## src/rtl/mw_pkg.sv

```systemverilog
`timescale 1ns/1ps
package mw_pkg;
  localparam int CMD_W    = 8;
  localparam int RESP_MAX = 16;
  localparam int RESP_MIN = 4;
  localparam int LEN_W    = 5;
  localparam int HALF_MIN = 3;

  typedef enum logic [2:0] {
    ST_IDLE,
    ST_CMD,
    ST_TURN,
    ST_RESP,
    ST_TAIL
  } mw_state_e;
endpackage

```

## src/rtl/mw_fifo.sv

```systemverilog
`timescale 1ns/1ps
module mw_fifo #(
  parameter int W     = 8,
  parameter int DEPTH = 4
) (
  input  logic         clk,
  input  logic         rst,
  input  logic         push_i,
  input  logic [W-1:0] push_data_i,
  input  logic         pop_i,
  output logic [W-1:0] pop_data_o,
  output logic         full_o,
  output logic         empty_o
);
  localparam int AW = (DEPTH > 1) ? $clog2(DEPTH) : 1;
  localparam int CW = $clog2(DEPTH + 1);
  localparam logic [AW-1:0] LAST = AW'(DEPTH - 1);
  localparam logic [CW-1:0] FULLC = CW'(DEPTH);

  logic [W-1:0]  mem [DEPTH];
  logic [AW-1:0] wptr, rptr;
  logic [CW-1:0] cnt;
  logic          do_push, do_pop;

  assign full_o     = (cnt == FULLC);
  assign empty_o    = (cnt == '0);
  assign do_push    = push_i && !full_o;
  assign do_pop     = pop_i && !empty_o;
  assign pop_data_o = mem[rptr];

  always_ff @(posedge clk) begin
    if (do_push) mem[wptr] <= push_data_i;
  end

  always_ff @(posedge clk) begin
    if (rst) begin
      wptr <= '0;
      rptr <= '0;
      cnt  <= '0;
    end else begin
      if (do_push) wptr <= (wptr == LAST) ? '0 : wptr + 1'b1;
      if (do_pop)  rptr <= (rptr == LAST) ? '0 : rptr + 1'b1;
      case ({do_push, do_pop})
        2'b10:   cnt <= cnt + 1'b1;
        2'b01:   cnt <= cnt - 1'b1;
        default: cnt <= cnt;
      endcase
    end
  end
endmodule

```

## src/rtl/mw_sync.sv

```systemverilog
`timescale 1ns/1ps
module mw_sync #(
  parameter int STAGES = 2
) (
  input  logic clk,
  input  logic rst,
  input  logic d_i,
  output logic q_o
);
  logic [STAGES-1:0] chain;

  genvar g;
  generate
    for (g = 0; g < STAGES; g++) begin : g_stage
      if (g == 0) begin : g_first
        always_ff @(posedge clk) begin
          if (rst) chain[0] <= 1'b0;
          else     chain[0] <= d_i;
        end
      end else begin : g_next
        always_ff @(posedge clk) begin
          if (rst) chain[g] <= 1'b0;
          else     chain[g] <= chain[g-1];
        end
      end
    end
  endgenerate

  assign q_o = chain[STAGES-1];
endmodule

```

## src/rtl/mw_engine.sv

```systemverilog
`timescale 1ns/1ps
module mw_engine
  import mw_pkg::*;
#(
  parameter int PW = 8
) (
  input  logic                clk,
  input  logic                rst,
  input  logic [PW-1:0]       prescale_i,
  input  logic [LEN_W-1:0]    resp_len_i,
  input  logic                tx_empty_i,
  input  logic [CMD_W-1:0]    tx_data_i,
  output logic                tx_pop_o,
  input  logic                rx_full_i,
  output logic                rx_push_o,
  output logic [RESP_MAX-1:0] rx_word_o,
  input  logic                rxd_s_i,
  input  logic                ovr_clr_i,
  output logic                sclk_o,
  output logic                fss_n_o,
  output logic                txd_o,
  output logic                oe_n_o,
  output logic                busy_o,
  output logic                ovr_o
);
  localparam logic [PW-1:0]    HMIN = PW'(HALF_MIN);
  localparam logic [LEN_W-1:0] LMIN = LEN_W'(RESP_MIN);
  localparam logic [LEN_W-1:0] LMAX = LEN_W'(RESP_MAX);
  localparam logic [LEN_W-1:0] LAST_CMD = LEN_W'(CMD_W - 1);

  mw_state_e            state;
  logic [PW-1:0]        hcnt, half_q, half_in;
  logic [LEN_W-1:0]     len_q, len_in, bcnt;
  logic                 ph;
  logic [CMD_W-1:0]     sh_tx;
  logic [RESP_MAX-1:0]  sh_rx;
  logic                 tick, frame_end, start_now;

  always_comb begin
    half_in = {1'b0, prescale_i[PW-1:1]};
    if (half_in < HMIN) half_in = HMIN;
    len_in = resp_len_i;
    if (len_in < LMIN)      len_in = LMIN;
    else if (len_in > LMAX) len_in = LMAX;
  end

  assign tick      = (hcnt == half_q - 1'b1);
  assign frame_end = (state == ST_TAIL) && tick && !ph;
  assign start_now = !tx_empty_i && ((state == ST_IDLE) || frame_end);
  assign tx_pop_o  = start_now;
  assign rx_push_o = frame_end && !rx_full_i;
  assign rx_word_o = sh_rx;

  always_ff @(posedge clk) begin
    if (rst) begin
      state   <= ST_IDLE;
      hcnt    <= '0;
      half_q  <= HMIN;
      len_q   <= LMIN;
      bcnt    <= '0;
      ph      <= 1'b0;
      sh_tx   <= '0;
      sh_rx   <= '0;
      sclk_o  <= 1'b0;
      fss_n_o <= 1'b1;
      txd_o   <= 1'b0;
      oe_n_o  <= 1'b1;
      busy_o  <= 1'b0;
      ovr_o   <= 1'b0;
    end else begin
      if (frame_end && rx_full_i) ovr_o <= 1'b1;
      else if (ovr_clr_i)         ovr_o <= 1'b0;

      if (start_now) begin
        state   <= ST_CMD;
        sh_tx   <= tx_data_i;
        txd_o   <= tx_data_i[CMD_W-1];
        sh_rx   <= '0;
        half_q  <= half_in;
        len_q   <= len_in;
        hcnt    <= '0;
        bcnt    <= '0;
        ph      <= 1'b0;
        sclk_o  <= 1'b0;
        fss_n_o <= 1'b0;
        oe_n_o  <= 1'b0;
        busy_o  <= 1'b1;
      end else if (state != ST_IDLE) begin
        if (!tick) begin
          hcnt <= hcnt + 1'b1;
        end else begin
          hcnt <= '0;
          if (!ph) begin
            if (state == ST_TAIL) begin
              state   <= ST_IDLE;
              fss_n_o <= 1'b1;
              busy_o  <= 1'b0;
            end else begin
              sclk_o <= 1'b1;
              ph     <= 1'b1;
              if (state == ST_RESP) sh_rx <= {sh_rx[RESP_MAX-2:0], rxd_s_i};
            end
          end else begin
            sclk_o <= 1'b0;
            ph     <= 1'b0;
            case (state)
              ST_CMD: begin
                if (bcnt == LAST_CMD) begin
                  state  <= ST_TURN;
                  txd_o  <= 1'b0;
                  oe_n_o <= 1'b1;
                end else begin
                  sh_tx <= {sh_tx[CMD_W-2:0], 1'b0};
                  txd_o <= sh_tx[CMD_W-2];
                  bcnt  <= bcnt + 1'b1;
                end
              end
              ST_TURN: begin
                state <= ST_RESP;
                bcnt  <= '0;
              end
              ST_RESP: begin
                if (bcnt == len_q - 1'b1) state <= ST_TAIL;
                else                      bcnt  <= bcnt + 1'b1;
              end
              default: state <= state;
            endcase
          end
        end
      end
    end
  end
endmodule

```

## src/rtl/mw_master.sv

```systemverilog
`timescale 1ns/1ps
module mw_master
  import mw_pkg::*;
#(
  parameter int PW          = 8,
  parameter int TX_DEPTH    = 4,
  parameter int RX_DEPTH    = 4,
  parameter int SYNC_STAGES = 2
) (
  input  logic                clk,
  input  logic                rst,
  input  logic [PW-1:0]       prescale_i,
  input  logic [LEN_W-1:0]    resp_len_i,
  input  logic                tx_valid_i,
  input  logic [CMD_W-1:0]    tx_data_i,
  output logic                tx_ready_o,
  output logic                rx_valid_o,
  output logic [RESP_MAX-1:0] rx_data_o,
  input  logic                rx_ready_i,
  input  logic                overrun_clr_i,
  output logic                overrun_o,
  output logic                busy_o,
  output logic                sclk_o,
  output logic                fss_n_o,
  output logic                txd_o,
  output logic                oe_n_o,
  input  logic                rxd_i
);
  logic                tx_full, tx_empty, tx_pop;
  logic [CMD_W-1:0]    tx_head;
  logic                rx_full, rx_empty, rx_push;
  logic [RESP_MAX-1:0] rx_word;
  logic                rxd_s;

  assign tx_ready_o = !tx_full;
  assign rx_valid_o = !rx_empty;

  mw_fifo #(.W(CMD_W), .DEPTH(TX_DEPTH)) tx_q_i (
    .clk(clk), .rst(rst),
    .push_i(tx_valid_i), .push_data_i(tx_data_i),
    .pop_i(tx_pop), .pop_data_o(tx_head),
    .full_o(tx_full), .empty_o(tx_empty)
  );

  mw_fifo #(.W(RESP_MAX), .DEPTH(RX_DEPTH)) rx_q_i (
    .clk(clk), .rst(rst),
    .push_i(rx_push), .push_data_i(rx_word),
    .pop_i(rx_ready_i), .pop_data_o(rx_data_o),
    .full_o(rx_full), .empty_o(rx_empty)
  );

  mw_sync #(.STAGES(SYNC_STAGES)) rxd_sync_i (
    .clk(clk), .rst(rst), .d_i(rxd_i), .q_o(rxd_s)
  );

  mw_engine #(.PW(PW)) engine_i (
    .clk(clk), .rst(rst),
    .prescale_i(prescale_i), .resp_len_i(resp_len_i),
    .tx_empty_i(tx_empty), .tx_data_i(tx_head), .tx_pop_o(tx_pop),
    .rx_full_i(rx_full), .rx_push_o(rx_push), .rx_word_o(rx_word),
    .rxd_s_i(rxd_s), .ovr_clr_i(overrun_clr_i),
    .sclk_o(sclk_o), .fss_n_o(fss_n_o), .txd_o(txd_o), .oe_n_o(oe_n_o),
    .busy_o(busy_o), .ovr_o(overrun_o)
  );
endmodule

```

## config.mk

```make
export PLATFORM = sky130hd
export DESIGN_NAME = mw_master
export DESIGN_NICKNAME = d
export VERILOG_FILES = /design/src/rtl/mw_pkg.sv /design/src/rtl/mw_fifo.sv /design/src/rtl/mw_sync.sv /design/src/rtl/mw_engine.sv /design/src/rtl/mw_master.sv
export SDC_FILE = /design/constraint.sdc
export NUM_CORES = 1
export LEC_CHECK = 0
export BUFFER_PORTS_ARGS = -buffer_cell sky130_fd_sc_hd__buf_2
export CAP_MARGIN = 30
export CORE_ASPECT_RATIO = 0.6
export CORE_MARGIN = 10
export CORE_UTILIZATION = 55
export CTS_CLUSTER_SIZE = 10
export DETAILED_ROUTE_END_ITERATION = 12
export PLACE_DENSITY = 0.8
export SLEW_MARGIN = 5
export SYNTH_ARGS = -nofsm -noshare
export SYNTH_HDL_FRONTEND = slang
export SYNTH_SLANG_ARGS = --single-unit
```

## constraint.sdc

```tcl
create_clock -name clk -period 4.4 [get_ports clk]
set_input_delay 0.66 -clock clk [delete_from_list [all_inputs] [get_ports clk]]
set_output_delay 0.66 -clock clk [all_outputs]
set_load 0.005 [all_outputs]
```

## Word level (Yosys, flattened, before mapping)

Memories as Yosys holds them, arrays and structs flattened. A register that Yosys moved wholly into a read port is not among the register bits.
Cells that the tools add are included.

| storage, ports and cells | value |
|---|---|
| output and inout port bits | 24 |
| memory bits (writable) | 96 |
| logic and storage cells | 175 |
| flip-flop bits (word level) | 75 |
| memories kept | 2 |

| operators by class | value |
|---|---|
| add/sub/neg operators | 12 |
| $lt $le $gt $ge | 3 |
| eq/ne operators | 28 |
| bitwise logic cells | 2 |
| muxes and demuxes | 63 |
| reduce and logical (&&, ||, !) cells | 42 |

Memory list:

| name | words | width | read ports | clocked after memory_dff | write ports | RTL line | RTL |
|---|---|---|---|---|---|---|---|
| rx_q_i.mem | 4 | 16 | 1 | 1 | 1 | mw_fifo.sv:20 | `logic [W-1:0] mem [DEPTH];` |
| tx_q_i.mem | 4 | 8 | 1 | 1 | 1 | mw_fifo.sv:20 |  |

Operators with widths:

| operator | number |
|---|---|
| $mux W7 | 7 |
| $mux W1 | 35 |
| $mux W5 | 4 |
| $reduce_bool A2 Y1 | 10 |
| $reduce_and A6 Y1 | 3 |
| $mux W2 | 8 |
| $pmux W5 S3 | 1 |
| $reduce_and A5 Y1 | 3 |
| $eq A2 B2 Y1 const B | 6 |
| $mux W3 | 4 |
| $ne A4 B4 Y1 const B | 3 |
| $pmux W3 S2 | 2 |
| $eq A3 B3 Y1 const B | 3 |
| $logic_and A1 B1 Y1 | 9 |
| $logic_not A3 Y1 | 3 |
| $pmux W3 S3 | 1 |
| $reduce_bool A3 Y1 | 3 |
| $add A2 B1 Y2 const B | 4 |
| $add A8 B1 Y8 const B | 1 |
| $eq A8 B8 Y1 | 1 |
| $mux W8 | 1 |
| $ne A2 B2 Y1 const B | 4 |
| $reduce_and A4 Y1 | 2 |
| $sub A8 B1 Y8 const B | 1 |
| other kinds (21) | 31 |

## Logic depth before layout (Yosys ltp)

Gate-level depths: netlist of the first run.

| depth | value |
|---|---|
| depth after elaboration | 9 |
| mapped depth | 16 |
| gate-level depth less buffers | 14 |

## Cells and area by module

A second synthesis of the first run with hierarchy kept.

| second synthesis, totals | value |
|---|---|
| cell total of the unflattened synthesis | 565 |
| area, all modules | 7394.6 sq um |

By module, submodules not included:

| module | times used | area an instance (sq um) | cells an instance |
|---|---|---|---|
| mw_engine | 1 | 2884.0 | 325 |
| mw_fifo at rx_q_i | 1 | 2802.7 | 138 |
| mw_fifo at tx_q_i | 1 | 1647.8 | 96 |
| mw_sync | 1 | 52.6 | 4 |
| mw_master | 1 | 7.5 | 2 |

## Worst setup path before layout of the first run

No wires, ideal clock.

| timing | value |
|---|---|
| path kind | register to register |
| from | register engine_i.half_q[0] |
| to | register tx_q_i.cnt[2] |
| setup slack | 1.272 ns |
| setup time | 0.070 ns |
| data arrival time | 3.057 ns |
| buffers on the path | 0 |
| stages on the path, launching flop included | 14 |
| required time | 4.330 ns |
| path through | dfxtp_1 > inv_1 > ha_1 > and2_1 > a211o_1 > a31o_2 > o211a_2 > nor2_1 > clkinv_1 > ha_1 > fa_1 > xnor2_1 > or3_1 > a21oi_1 |

| between the ends | value |
|---|---|
| longest elaborated chain between the ends | 9 |
| elaborated cells on any way between the ends | 11 |
| classes of those cells | add/sub: 1; eq/ne: 3; mux: 1; reduce/logical: 6 |

Ends and longest elaborated chain:

| element | RTL line | RTL |
|---|---|---|
| start: declaration | mw_engine.sv:32 | `logic [PW-1:0] hcnt, half_q, half_in;` |
| start signal: assignment | mw_engine.sv:79 | `half_q <= half_in;` |
| $sub A8 B1 Y8 * | mw_engine.sv:47 | `assign tick = (hcnt == half_q - 1'b1);` |
| $eq A8 B8 Y1 * | mw_engine.sv:47 |  |
| $logic_and A1 B1 Y1 * (2 in series) | mw_engine.sv:48 | `assign frame_end = (state == ST_TAIL) && tick && !ph;` |
| $logic_or A1 B1 Y1 * | mw_engine.sv:49 | `assign start_now = !tx_empty_i && ((state == ST_IDLE) \|\| frame_end);` |
| $logic_and A1 B1 Y1 * | mw_engine.sv:49 |  |
| via engine_i.tx_pop_o | mw_engine.sv:13 | `output logic tx_pop_o,` |
| $logic_and A1 B1 Y1 * | mw_fifo.sv:28 | `assign do_pop = pop_i && !empty_o;` |
| $eq A2 B1 Y1 / $eq A2 B2 Y1 (equally long branches) | mw_fifo.sv:43 | `case ({do_push, do_pop})` |
| $pmux W3 S2 / $reduce_bool A2 Y1 (equally long branches) | n/a |  |
| end signal: assignment | mw_fifo.sv:44 | `2'b10: cnt <= cnt + 1'b1;` |
| end signal: assignment | mw_fifo.sv:45 | `2'b01: cnt <= cnt - 1'b1;` |
| end signal: assignment | mw_fifo.sv:46 | `default: cnt <= cnt;` |
| end: declaration | mw_fifo.sv:22 | `logic [CW-1:0] cnt;` |

The timed path passes the listed nets; every way through them passes the cells marked *.
A chain may end at the register's enable or synchronous reset.

## Final worst setup path of the first run

Ends and elaborated chain as after synthesis.

==> results of run 1 <==
[power by group through the flow]
stage | Combinational (W) | Clock, W | Sequential, W
after detailed placement | 0.00115 | 0 | 0.00206
after floorplan | 0.000926 | 0 | 0.00198
after global placement | 0.00109 | 0 | 0.00204
after CTS | 0.00116 | 0.00160 | 0.00202
final | 0.00117 | 0.00159 | 0.00202
after global routing | 0.00129 | 0.00167 | 0.00205
[state kept, by name, summed over array words and instances (netlist names), 5 cells and up, named ones only]
name                flops
rx_q_i.mem             64
tx_q_i.mem             32
engine_i.half_q         7
engine_i.hcnt           8
engine_i.len_q          5
engine_i.bcnt           5
engine_i.rx_word_o     16
engine_i.sh_tx          7
[worst reg2reg max path: stages, from the launching register on]
cell and delay, ns:
sky130_fd_sc_hd__dfxtp_1 0.41, sky130_fd_sc_hd__inv_1 0.06, sky130_fd_sc_hd__ha_1 0.23, sky130_fd_sc_hd__and2_1 0.19
sky130_fd_sc_hd__a211o_1 0.31, sky130_fd_sc_hd__a31o_2 0.21, sky130_fd_sc_hd__o211a_2 0.20, sky130_fd_sc_hd__nor2_1 0.27
sky130_fd_sc_hd__clkinv_1 0.32, sky130_fd_sc_hd__ha_1 0.32, sky130_fd_sc_hd__fa_1 0.39, sky130_fd_sc_hd__xnor2_1 0.14
sky130_fd_sc_hd__or3_1 0.31, sky130_fd_sc_hd__a21oi_1 0.15
[through the flow]
stage | utilization [%] | total power, W | area, µm² | hold slack [ns] | instances
6_report | 63.9 | 0.00479 | 8700 | 0.444 | 851
5_1_grt | 63.9 | 0.00501 | 8700 | 0.437 | 851
4_1_cts | 63.7 | 0.00478 | 8680 | 0.435 | 849
3_5_place_dp | 59.0 | 0.00320 | 8040 | 0.435 | 817
3_3_place_gp | 58.7 | 0.00313 | 8000 | 0.442 | 815
2_1_floorplan | - | 0.00290 | 7660 | 0.414 | 624
[cells in the final DEF (no fill, tap or decap), drive strengths merged, types with 22 or more instances in the layout]
| master | n |
|---|---|
| nor2 | 42 |
| buf | 58 |
| mux4 | 24 |
| inv | 28 |
| edfxtp | 96 |
| o31ai | 25 |
| dfxtp | 78 |
| nand2 | 22 |
| o21ai | 27 |
| nand3 | 23 |
| nand4 | 29 |
| a21oi | 46 |
[routing by layer]
layer  GRT usage (%)  up-vias  wire length (µm)
li1                -     2474                 -
met1            24.9     2662              7630
met2            28.9      186              8190
met3            5.08       28              1210
met4            5.89        0               250
met5               0        -                 0
[cell usage after synthesis, types with 3 or more instances]
cell / n
sky130_fd_sc_hd__nand2b_1: 4
sky130_fd_sc_hd__and2_1: 9
sky130_fd_sc_hd__a31oi_1: 6
sky130_fd_sc_hd__o41ai_1: 3
sky130_fd_sc_hd__mux2i_1: 3
sky130_fd_sc_hd__xnor2_1: 7
sky130_fd_sc_hd__a41oi_1: 3
sky130_fd_sc_hd__o21ai_0: 27
sky130_fd_sc_hd__nand3_1: 23
sky130_fd_sc_hd__inv_1: 22
sky130_fd_sc_hd__nor2b_1: 7
sky130_fd_sc_hd__clkbuf_1: 20
sky130_fd_sc_hd__nand4_1: 29
sky130_fd_sc_hd__o31ai_1: 24
sky130_fd_sc_hd__o22ai_1: 6
sky130_fd_sc_hd__or4_1: 4
sky130_fd_sc_hd__ha_1: 16
sky130_fd_sc_hd__mux4_2: 24
sky130_fd_sc_hd__xor2_1: 15
sky130_fd_sc_hd__a221oi_2: 6
sky130_fd_sc_hd__a21oi_1: 46
sky130_fd_sc_hd__or3_1: 6
sky130_fd_sc_hd__nand2_1: 22
sky130_fd_sc_hd__dfxtp_1: 78
sky130_fd_sc_hd__and3_1: 5
sky130_fd_sc_hd__nor3_1: 9
sky130_fd_sc_hd__nor2_1: 41
sky130_fd_sc_hd__buf_2: 11
sky130_fd_sc_hd__buf_1: 6
sky130_fd_sc_hd__or2_2: 3
sky130_fd_sc_hd__edfxtp_1: 96
[cell type report]
cell class	instances	share of cell area [%]
Multi-Input combinational cell	389	34.1
Tap cell	175	2.52
Timing Repair Buffer	58	3.91
Clock inverter	15	2.54
Clock buffer	17	4.89
Inverter	23	0.992
Sequential cell	174	51.1
[how the worst max path moves through the flow]
stage	from	end	slack, ns
2_1_floorplan	engine_i.half_q[0]	tx_q_i.cnt[2]	1.27
3_5_place_dp	engine_i.half_q[0]	tx_q_i.cnt[2]	0.88
5_1_grt	engine_i.half_q[0]	tx_q_i.cnt[2]	0.54
3_3_place_gp	engine_i.half_q[0]	tx_q_i.cnt[2]	0.94
6_report	engine_i.half_q[0]	tx_q_i.cnt[2]	0.82
4_1_cts	engine_i.half_q[0]	tx_q_i.cnt[2]	0.85
[kinds of logic (layout without fill, tap and decap cells)]
logic type | after synthesis | in the layout | share of synthesized area (%)
simple gates | 177 | 177 | 12.6
flops | 174 | 174 | 58.0
compound gates | 144 | 144 | 12.8
buf+inv | 61 | 113 | 3.27
mux | 28 | 28 | 7.60
xor+xnor | 22 | 22 | 2.52
fa+ha+maj | 18 | 18 | 3.14
==> results.py, run 1 <==
metrics = {
    "pwr": {
        "p_comb_share_pct": 24.5,
        "clkPwrFrac_pct": 33.2,
        "power_switching_w": 0.00164,
        "cell_internal_pwr_w": 0.00315,
        "vdd_ir_drop_max_mv": 0.349,
        "power_density_normalized_to_cell_area_nw_per_um2": 550,
        "switching_share_pct": 34.2,
        "cellLeakagePower_nw": 2.79,
        "power.share.sequential_pct": 42.3,
    },
    "final_layout": {
        "nFillCells": 976,
        "nNetsFinal": 708,
        "synthToLayoutAreaGrowth_pct": 13.7,
        "diodes": 0,
        "area.sequential_um2": 4440,
        "multi_input_comb_area_um2": 2970,
        "final_layout_size_suffix_gt1_share_pct": 20.1,
    },
    "grt": {
        "gr-total-overflow": 0,
        "grt_start_max_net_pins": 36,
        "grt_util_all_layers_pct": 18.6,
        "grt_pass1_wl_um": 28600,
        "antenna_found_initial": 0,
        "grt_pass1_vias": 5559,
    },
    "worst_setup_path": {
        "critPathLaunchType": "register",
        "crit_path_max_fanout": 10,
        "critPathBufInv": 2,
        "worst_path_class_setup": "reg2reg",
        "worstPathArrival_ns": 3.94,
        "startpoint_of_the_lowest_slack_register_to_register_path": "engine_i.half_q[0]",
        "cp_cell_sequence": "inv_1, ha_1, and2_1, a211o_1, a31o_2, o211a_2, nor2_1, clkinv_1, ha_1, fa_1, xnor2_1, or3_1, a21oi_1",
        "timing.critical_path.to_type": "register",
        "critPathMostFrequentCell": "sky130_fd_sc_hd__ha_1",
        "worst_path_dominant_cell_family": "adder cells",
        "number_of_cells_on_the_worst_reg_to_reg_path": 13,
        "critical_path.max_stage_delay_ns": 0.41,
        "crit_path_top_delay_cell": "sky130_fd_sc_hd__dfxtp_1",
        "end_of_the_worst_register_to_register_path": "tx_q_i.cnt[2]",
        "r2r_setup_slack_ns": 0.82,
        "worstPathRequired_ns": 4.76,
        "critical_path_depth": 13,
    },
    "clock_network": {
        "cts.sinks": 174,
        "worstSkewPairLatency_ns": 0.44,
        "cts_hold_repair.buffers": 0,
        "clkSlewWorstSetupHoldPaths_ns": 0.07,
        "htree_num_levels": 4,
        "cts_tree": "built",
        "cts-root-to-sink-buffers": 2,
        "cts_repair_resize_count": 0,
        "postCtsSetupRepairBufs": 0,
        "tritoncts.num_buffers": 17,
        "clockRootBuffer": "sky130_fd_sc_hd__clkbuf_16",
    },
    "detailed_routing": {
        "detail_route.vias_per_cell": 6.29,
        "route.detailed.wl_per_inst_um": 20.3,
        "drt_first_iter_violations": 494,
        "routed_wirelength_um": 17300,
        "final_antenna_net_count": 0,
        "drc_errors": 0,
        "routed-via-count": 5350,
        "drtPass1Iterations": 5,
    },
    "floorplan": {
        "floorplan.core_area_um2": 13600,
        "num_io_pins": 51,
        "die_ar_um2": 19200,
        "fp.dieW_um": 172,
        "initial_core_utilization_pct": 56.2,
        "die_height_um": 111,
        "placementRows": 33,
    },
    "timing": {
        "finalMaxSlewViolations": 0,
        "max_clock_freq_ghz": 0.279,
        "timing.final.ws_setup_ns": 0.817,
        "rsz0062_at_grt": "false",
        "finalHoldViolCount": 0,
        "worstMarginPinSlew_ns": 0.849,
        "clock-skew-final_ns": 0.0117,
        "final_min_period_over_clock_period_pct": 81.4,
        "setup_violations": 0,
        "final.min_clock_period_ns": 3.58,
        "max-slew-margin-rel_pct": 43.4,
        "fin_setup_tns_ns": 0,
    },
    "placement": {
        "dpl.hpwl_um": 11800,
        "gp_routability_congestion": 0.877,
        "post-place-ws_ns": 0.883,
        "placement.io_buffers": 49,
    },
    "synthesis": {
        "syn_inst": 624,
        "yosys_warn_count": 0,
        "yosys.area.top_type_share_pct": 37.6,
        "synth_edf_count": 96,
        "synth.cell_area_um2": 7660,
        "yosys.cell_types.count": 65,
        "mappedNetlistNets": 669,
        "yosysTopAreaCell": "sky130_fd_sc_hd__edfxtp_1",
        "ys_top_cells_by_area": "sky130_fd_sc_hd__edfxtp_1 (38%), sky130_fd_sc_hd__dfxtp_1 (20%), sky130_fd_sc_hd__mux4_2 (7.1%)",
        "ys.flop_type": "sky130_fd_sc_hd__edfxtp_1",
        "synth-seq-area-share_pct": 58.0,
        "async_reset_ff_share_pct": 0,
        "post_synth.cell_area_avg_um2": 12.3,
        "synth-seq-cells": 174,
    },
    "worst_hold_path": {
        "whs_path_depth": 1,
        "holdPathEnd": "tx_q_i.mem[0][0]",
        "min_path_type": "in2reg",
        "timing.hold.worst.start": "tx_data_i[0]",
    },
    "job": {
        "drv.max_cap_violation_count": 0,
    },
    "run_status": {
        "status": "finished, final reports clean",
    },
}
No activity file was read; power rests on OpenSTA's default activity.
==> inputs of run 2 (changes only) <==
--- a/config.mk
+++ b/config.mk
@@ -5,6 +5,7 @@
 export SDC_FILE = /design/constraint.sdc
 export NUM_CORES = 1
 export LEC_CHECK = 0
+export ABC_AREA = 1
 export BUFFER_PORTS_ARGS = -buffer_cell sky130_fd_sc_hd__buf_2
 export CAP_MARGIN = 30
 export CORE_ASPECT_RATIO = 0.6
@@ -12,7 +13,7 @@
 export CORE_UTILIZATION = 55
 export CTS_CLUSTER_SIZE = 10
 export DETAILED_ROUTE_END_ITERATION = 12
-export PLACE_DENSITY = 0.8
+export PLACE_DENSITY = 0.81
 export SLEW_MARGIN = 5
 export SYNTH_ARGS = -nofsm -noshare
 export SYNTH_HDL_FRONTEND = slang
==> constraint.sdc (replaced) <==
create_clock -name clk -period 3.4 [get_ports clk]
set_input_delay 0.51 -clock clk [delete_from_list [all_inputs] [get_ports clk]]
set_output_delay 0.51 -clock clk [all_outputs]
set_load 0.005 [all_outputs]
==> run 2 against run 1 <==
Effect of this change: sequential share of layout area up 0.68 points; synthesized cell count increased by 28%; power up 29%.
==> results.py, run 2 <==
metrics = {
    "pwr": {
        "p_comb_share_pct": 26.2,
        "vdd_ir_drop_max_mv": 0.381,
        "cellLeakagePower_nw": 3.32,
        "power_switching_w": 0.00218,
        "power.share.sequential_pct": 41.9,
        "switching_share_pct": 35.2,
        "power_density_normalized_to_cell_area_nw_per_um2": 720,
        "clkPwrFrac_pct": 31.9,
        "cell_internal_pwr_w": 0.00401,
    },
    "synthesis": {
        "ys_top_cells_by_area": "sky130_fd_sc_hd__edfxtp_1 (38%), sky130_fd_sc_hd__dfxtp_1 (21%), sky130_fd_sc_hd__nor2_1 (5.8%)",
        "synthMostInstantiatedCell": "sky130_fd_sc_hd__nor2_1",
        "synth-seq-area-share_pct": 58.8,
        "netlist_top_cells_count": "sky130_fd_sc_hd__nor2_1 (116), sky130_fd_sc_hd__nand2_1 (115), sky130_fd_sc_hd__edfxtp_1 (96), sky130_fd_sc_hd__o21ai_0 (83), sky130_fd_sc_hd__dfxtp_1 (78)",
        "yosysTopAreaCell": "sky130_fd_sc_hd__edfxtp_1",
        "yosys.cell_types.count": 43,
        "mappedNetlistNets": 844,
        "synth.cell_area_um2": 7560,
        "yosys.area.top_type_share_pct": 38.1,
        "async_reset_ff_share_pct": 0,
        "synth_edf_count": 96,
        "yosys_warn_count": 0,
        "synth-seq-cells": 174,
        "syn_inst": 799,
        "post_synth.cell_area_avg_um2": 9.47,
        "ys.flop_type": "sky130_fd_sc_hd__edfxtp_1",
    },
    "timing": {
        "clock-skew-final_ns": 0.0116,
        "worstMarginPinSlew_ns": 1.00,
        "rsz0062_at_grt": "false",
        "setup_violations": 0,
        "fin_setup_tns_ns": 0,
        "max-slew-margin-rel_pct": 33.2,
        "finalHoldViolCount": 0,
        "final_min_period_over_clock_period_pct": 86.8,
        "final.min_clock_period_ns": 2.95,
        "max_clock_freq_ghz": 0.339,
        "finalMaxSlewViolations": 0,
    },
    "clock_network": {
        "cts-root-to-sink-buffers": 2,
        "htree_num_levels": 4,
        "worstSkewPairLatency_ns": 0.43,
        "cts.sinks": 174,
        "cts_repair_resize_count": 0,
        "cts_hold_repair.buffers": 0,
        "postCtsSetupRepairBufs": 0,
        "tritoncts.num_buffers": 17,
        "clkSlewWorstSetupHoldPaths_ns": 0.07,
        "clockRootBuffer": "sky130_fd_sc_hd__clkbuf_16",
        "cts_tree": "built",
    },
    "final_layout": {
        "final_cell_mix": "sky130_fd_sc_hd__nor2_1 (116), sky130_fd_sc_hd__nand2_1 (115), sky130_fd_sc_hd__edfxtp_1 (96)",
        "finish.cell_count_without_fillers": 1037,
        "layout.core_utilization_pct": 63.4,
        "diodes": 0,
        "largest-register": "rx_q_i.mem",
        "final_common_cell": "sky130_fd_sc_hd__nor2_1",
        "synthToLayoutAreaGrowth_pct": 13.6,
        "final_layout_size_suffix_gt1_share_pct": 14.5,
        "largest_reg_flops": 64,
        "nNetsFinal": 894,
        "nFillCells": 1063,
    },
    "floorplan": {
        "placementRows": 33,
        "die_height_um": 111,
        "fp.dieW_um": 171,
        "initial_core_utilization_pct": 55.8,
        "die_ar_um2": 19000,
        "floorplan.core_area_um2": 13500,
        "num_io_pins": 51,
    },
    "grt": {
        "grt_pass1_wl_um": 27400,
        "gr-total-overflow": 0,
        "grt_util_all_layers_pct": 18.0,
        "grt_start_max_net_pins": 34,
        "grt_pass1_vias": 5348,
        "antenna_found_initial": 0,
    },
    "detailed_routing": {
        "detail_route.vias_per_cell": 5.51,
        "route.detailed.wl_per_inst_um": 16.3,
        "routed_wirelength_um": 16900,
        "final_antenna_net_count": 0,
        "drtPass1Iterations": 5,
        "routed-via-count": 5719,
        "drc_errors": 0,
        "drt_first_iter_violations": 512,
    },
    "placement": {
        "dpl.hpwl_um": 11200,
        "post-place-cells": 1005,
        "gp_routability_congestion": 0.880,
        "placement.io_buffers": 49,
    },
    "run_status": {
        "status": "finished, final reports clean",
    },
    "job": {
        "drv.max_cap_violation_count": 0,
    },
    "worst_hold_path": {
        "timing.hold.worst.start": "tx_data_i[2]",
        "min_path_type": "in2reg",
        "whs_path_depth": 1,
        "holdPathEnd": "tx_q_i.mem[1][2]",
    },
    "worst_setup_path": {
        "critPathLaunchType": "register",
        "critPathBufInv": 3,
        "critical_path.max_stage_delay_ns": 0.42,
        "critical_path_depth": 17,
        "number_of_cells_on_the_worst_reg_to_reg_path": 17,
        "worst_path_dominant_cell_family": "adder cells",
        "startpoint_of_the_lowest_slack_register_to_register_path": "engine_i.half_q[0]",
        "critPathMostFrequentCell": "sky130_fd_sc_hd__nand2_1",
        "worst_path_class_setup": "reg2reg",
        "r2r_setup_slack_ns": 0.45,
        "worstPathRequired_ns": 3.72,
        "crit_path_top_delay_cell": "sky130_fd_sc_hd__fa_1",
        "cp_cell_sequence": "inv_1, ha_1, nand2_1, inv_1, nor2_1, nand2_1, nor2_1, nand2_1, nor2_2, nand3_2, nand2_4, nand2_4, inv_4, ha_1, fa_1, o21ai_0, a21oi_1",
        "timing.critical_path.to_type": "register",
        "crit_path_max_fanout": 27,
        "worstPathArrival_ns": 3.27,
        "end_of_the_worst_register_to_register_path": "tx_q_i.cnt[1]",
    },
}
run 2: changes by cell type after synthesis, sizes merged, moves of 7 or more:
cell	delta
inv	+60
a221oi	-7
mux4	-24
nor2b	-7
nand4	-9
xor2	-8
and2	-8
o21ai	+59
o31ai	-24
nand2	+101
nor2	+83
buf	-9
o22ai	+18
run 2: worst max-delay path by stage:
stage,startpoint,endpoint
finish,engine_i.half_q[0],tx_q_i.cnt[1]
global route,engine_i.half_q[0],tx_q_i.cnt[2]
CTS,engine_i.half_q[0],tx_q_i.cnt[1]
detailed placement,engine_i.half_q[0],tx_q_i.cnt[1]
global placement,engine_i.half_q[0],tx_q_i.cnt[1]
floorplan,engine_i.half_q[0],rx_q_i.mem[0][0]
run 2: logic make-up after synthesis:
| kind of cell | count (synthesis) | share of synthesized area [%] |
|---|---|---|
| XOR/XNOR | 13 | 1.51 |
| AO/OA/AOI/OAI | 167 | 12.0 |
| AND/OR/NAND/NOR | 317 | 18.7 |
| flip-flops | 174 | 58.8 |
| adder cells (fa/ha/maj) | 18 | 3.18 |
| buffers and inverters | 110 | 5.84 |
run 2: final cells by class:
cell class	count	area [µm²]	area share [%]
well taps	175	219	2.55
clock inverters	15	200	2.33
inverters	84	319	3.71
multi-input cells	515	2680	31.2
clock buffers	17	425	4.95
flip-flops and latches	174	4440	51.7
repair buffers	57	305	3.55
run 2: worst register-to-register path: cells and delay by family, from the launching register on:
kind | cells | cell delay, ns
buf+inv | 3 | 0.35
simple gates | 9 | 0.96
compound gates | 2 | 0.19
fa+ha+maj | 3 | 0.98
flops | 1 | 0.35
run 2: per-stage QoR:
stage               hold slack, ns  setup slack [ns]  area, µm²  power [W]
floorplan                    0.388             0.784       7560    0.00385
global route                 0.280             0.210       8590    0.00655
detailed placement           0.414             0.504       7970    0.00422
CTS                          0.281             0.456       8590    0.00620
finish                       0.292             0.449       8590    0.00618
global placement             0.413             0.584       7970    0.00417
run 2: per-layer routing:
| metal | GRT usage (%) | part of all wire (%) |
|---|---|---|
| met1 | 25.2 | 47 |
| met2 | 26.6 | 45 |
| met3 | 4.48 | 6.9 |
| met4 | 5.48 | 1.5 |
| met5 | 0 | 0 |
run 2: power groups by stage:
stage / Clock [W] / Sequential (W) / Combinational, W
2_1_floorplan: 0 / 0.00258 / 0.00128
3_3_place_gp: 0 / 0.00262 / 0.00154
3_5_place_dp: 0 / 0.00263 / 0.00159
4_1_cts: 0.00200 / 0.00259 / 0.00161
5_1_grt: 0.00210 / 0.00261 / 0.00183
6_report: 0.00197 / 0.00259 / 0.00162
